[src/rtl/pwr_mode_ctrl.sv]
`timescale 1ns/1ps
module pwr_mode_ctrl #(
  parameter int PW         = 8,
  parameter int RST_CYCLES = 24
) (
  input  logic          clk,
  input  logic          rst_in,
  input  logic          wr_en,
  input  logic [7:0]    wr_data,
  input  logic          irq,
  input  logic          ext_mem,
  input  logic          core_ale,
  input  logic          core_psen,
  input  logic [PW-1:0] core_p0_out,
  input  logic          core_p0_oe,
  input  logic [PW-1:0] core_p2_out,
  input  logic [PW-1:0] p0_lat,
  input  logic [PW-1:0] p1_lat,
  input  logic [PW-1:0] p2_lat,
  input  logic [PW-1:0] p3_lat,
  output logic [7:0]    pcon_rd,
  output logic          cpu_clk_en,
  output logic          periph_clk_en,
  output logic          osc_en,
  output logic          ale_o,
  output logic          psen_o,
  output logic [PW-1:0] p0_o,
  output logic          p0_oe,
  output logic [PW-1:0] p1_o,
  output logic [PW-1:0] p2_o,
  output logic [PW-1:0] p3_o
);
  localparam int CW = $clog2(RST_CYCLES + 1);

  logic [CW-1:0] rcnt;
  logic          rst_apply;
  logic          idl, pd, gf0, gf1, low;
  logic [PW-1:0] s0, s1, s2, s3;

  assign rst_apply = rst_in && (rcnt == CW'(RST_CYCLES - 1));
  assign low       = idl | pd;

  always_ff @(posedge clk) begin
    if (!rst_in)        rcnt <= '0;
    else if (!rst_apply) rcnt <= rcnt + 1'b1;
  end

  always_ff @(posedge clk) begin
    if (rst_apply) begin
      idl <= 1'b0;
      pd  <= 1'b0;
      gf0 <= 1'b0;
      gf1 <= 1'b0;
    end else if (low) begin
      if (idl && !pd && irq) idl <= 1'b0;
    end else if (wr_en) begin
      pd  <= wr_data[1];
      idl <= wr_data[0] & ~wr_data[1];
      gf0 <= wr_data[2];
      gf1 <= wr_data[3];
    end
  end

  always_ff @(posedge clk) begin
    if (!low) begin
      s0 <= p0_lat;
      s1 <= p1_lat;
      s2 <= p2_lat;
      s3 <= p3_lat;
    end
  end

  assign pcon_rd       = {4'b0000, gf1, gf0, pd, idl};
  assign cpu_clk_en    = ~low;
  assign periph_clk_en = ~pd;
  assign osc_en        = ~pd;

  assign ale_o  = idl ? 1'b1 : pd ? 1'b0 : core_ale;
  assign psen_o = idl ? 1'b1 : pd ? 1'b0 : core_psen;

  assign p0_o  = low ? s0 : core_p0_out;
  assign p0_oe = low ? ~ext_mem : core_p0_oe;
  assign p1_o  = low ? s1 : p1_lat;
  assign p2_o  = !low ? core_p2_out : (idl && ext_mem) ? core_p2_out : s2;
  assign p3_o  = low ? s3 : p3_lat;
endmodule


[config.mk]
export PLATFORM = sky130hd
export DESIGN_NAME = pwr_mode_ctrl
export DESIGN_NICKNAME = d
export VERILOG_FILES = /design/src/rtl/pwr_mode_ctrl.sv
export SDC_FILE = /design/constraint.sdc
export NUM_CORES = 1
export LEC_CHECK = 0
export ABC_CLOCK_PERIOD_IN_PS = 1400
export BUFFER_PORTS_ARGS = -buffer_cell sky130_fd_sc_hd__buf_4
export CAP_MARGIN = 15
export CORE_MARGIN = 8
export CORE_UTILIZATION = 39
export CTS_BUF_LIST = sky130_fd_sc_hd__clkbuf_4
export DETAILED_ROUTE_END_ITERATION = 6
export HOLD_SLACK_MARGIN = 0.05
export PLACE_DENSITY = 0.86
export SLEW_MARGIN = 10
export SYNTH_ARGS = -nofsm -noshare
export SYNTH_HDL_FRONTEND = slang
export SYNTH_SLANG_ARGS = --single-unit
[constraint.sdc]
create_clock -name clk -period 1.4 [get_ports clk]
set_input_delay 0.14 -clock clk [delete_from_list [all_inputs] [get_ports clk]]
set_output_delay 0.14 -clock clk [all_outputs]
set_load 0.05 [all_outputs]
==> run metrics <==
max_cap viols=0; GPL Wtd Cong=0.694; Worst Hold Margin=0.0531 ns; post-synthesis sequential area ratio=57.7%; worst-path fanout max=10; CTS tree=yes; Tot Pwr=7.01 mW; area grow syn2layout=75.2%; largest net degree at the start of global routing=14; Layout Skew=0.00721 ns; Area contributors post-synth=dfxtp_1 (29%), edfxtp_1 (28%), mux2_2 (16%); outcome=finished, violations left; row count=24; first-pass GRT wire length=7190 µm; Min Clock Period, post-route=1.71 ns; failing checks=negative setup slack; # nets final=321; DR pass1 iterations=3; period utilization=122%; Die Height=82.0 µm; Arrival @ worst endpoint=1.57 ns; Slew Limit Fails=0; most common cell after layout, fill and taps aside=buf_4; Post-DP HPWL=3630 µm; All-Layer GR Usage=14.0%; Starting Density=39.8%; final setup margin=-0.314 ns; wire per inst=15.2 µm; final hold violations=0; remaining global-route overflow=0; vias per std cell=4.53; pre-CTS WS=-0.00964 ns; Syn Inst Count=121; Total Wirelength=4680 µm; setup repair bufs after CTS=0; power per cell area=2360 nW/µm²; area of the die=6720 µm²; #FFs+latches synth=41; unrepaired setup endpoints after global routing=true; Multi-input gate area=692 µm²; Netlist cell types=25; Starting DRT DRC Count=21; Warnings, synthesis=0; startpoint type of the worst setup path=register; critical path class=register to output pin; HP Class=primary input to register; clock sink total=41; Chip Width=82.0 µm; most frequent cells in the layout=buf_4 (96), dlygate4sd3_1 (29), mux2_4 (25); CP required=1.26 ns; Inserted Clock Buffers=5; Top-Level Pins=110; vias in the first global route=1567; via count=1400; largest area contributor in the netlist=dfxtp_1; leakage=1.38 nW; cts hold-fix bufs=29; DRC violation count after routing=0; CTS clk-pin slew, worst paths=0.11 ns; Fillers=305; Avg Cell Area, Syn=14.0 µm²; final setup vio count=34; total core area=4260 µm²; Yosys top cell area share=29.5%; register area=983 µm²; IO buf count=101; antenna cells=0; H-tree Lvls=2; Mapped Area=1700 µm²; fmax=0.584 GHz; antenna viol nets, final=0; Clk Latency, worst-skew pair=0.33 ns; clk root buf=clkbuf_4; initial antenna violation count=0; CP endpoint kind=output pin; Worst VDD drop=1.75 mV; CTS max path bufs=2; share of cells above drive strength 1=60.3%
[registers in the layout (all words and copies together), names as in the netlist]
signal  flops
pd          1
rcnt        5
s1          8
s2          8
gf1         1
s0          8
s3          8
gf0         1
idl         1
[cell usage after synthesis, drive strengths merged]
cell type / count
nand2: 1
o21ai: 2
inv: 2
buf: 13
nor3b: 1
a31oi: 2
a21o: 3
nand4b: 1
a311oi: 1
and3: 1
a21oi: 1
xor2: 1
mux2: 32
xnor2: 2
ha: 1
nand3: 2
edfxtp: 16
nand2b: 1
mux2i: 3
dfxtp: 25
nor2: 9
conb: 1
[per-layer routing]
layer | wire length (µm) | GRT usage, % | part of all wire, %
met1 | 1530 | 12.6 | 33
met2 | 2420 | 26.3 | 52
met3 | 598 | 6.35 | 13
met4 | 129 | 6.32 | 2.8
met5 | 0 | 0 | 0
[power breakdown]
| group | internal, mW | switching [mW] |
|---|---|---|
| combinational | 1.76 | 2.84 |
| sequential | 1.67 | 0.144 |
| clock | 0.259 | 0.333 |
[timing repair]
action                                  4_1_cts  5_1_grt
endpoints found under the hold margin        36        8
pin swaps                                     0        0
resized for setup                            14        4
endpoints found under the setup margin       36       40
[cells by family after synthesis]
group                    Yosys count  synth area share, %
flip-flops                        41                 57.7
multiplexers                      35                 24.7
AND/OR/NAND/NOR                   16                 4.93
buffers and inverters             15                 6.63
AO/OA/AOI/OAI                      9                 3.46
XOR/XNOR                           3                 1.55
adder cells (fa/ha/maj)            1                0.736
other                              1                0.221
[final timing paths]
check | startpoint | to | slack (ns) | depth (start not counted)
setup / recovery | pd | p3_o[6] | -0.31 | 4
hold / removal | p1_lat[4] | s1[4] | 0.05 | 2
setup reg to reg | rcnt[0] | idl | 0.11 | 4
hold reg to reg | s3[0] | s3[0] | 0.48 | 1
[cell type report]
cell class | instances | area share, %
flip-flops and latches | 41 | 33.0
repair buffers | 138 | 39.2
inverters | 2 | 0.336
well taps | 52 | 2.19
multi-input cells | 68 | 23.2
clock buffers | 8 | 2.02
[stage by stage]
stage          instance area (µm²)  std cells  util [%]  setup TNS [ns]
2_1_floorplan                 1790        124         -           -1.24
3_3_place_gp                  2570        272      60.2               0
3_5_place_dp                  2570        272      60.2         -0.0503
4_1_cts                       2960        309      69.5          -10.37
5_1_grt                       2980        309      69.8          -12.12
6_report                      2980        309      69.8           -9.22
[worst max-delay path, cell delays in order (launching register included)]
cell	delay (ns)
dfxtp_2	0.35
nor2_4	0.14
buf_4	0.23
mux2_4	0.33
buf_4	0.19
No activity file was read; power rests on OpenSTA's default activity.
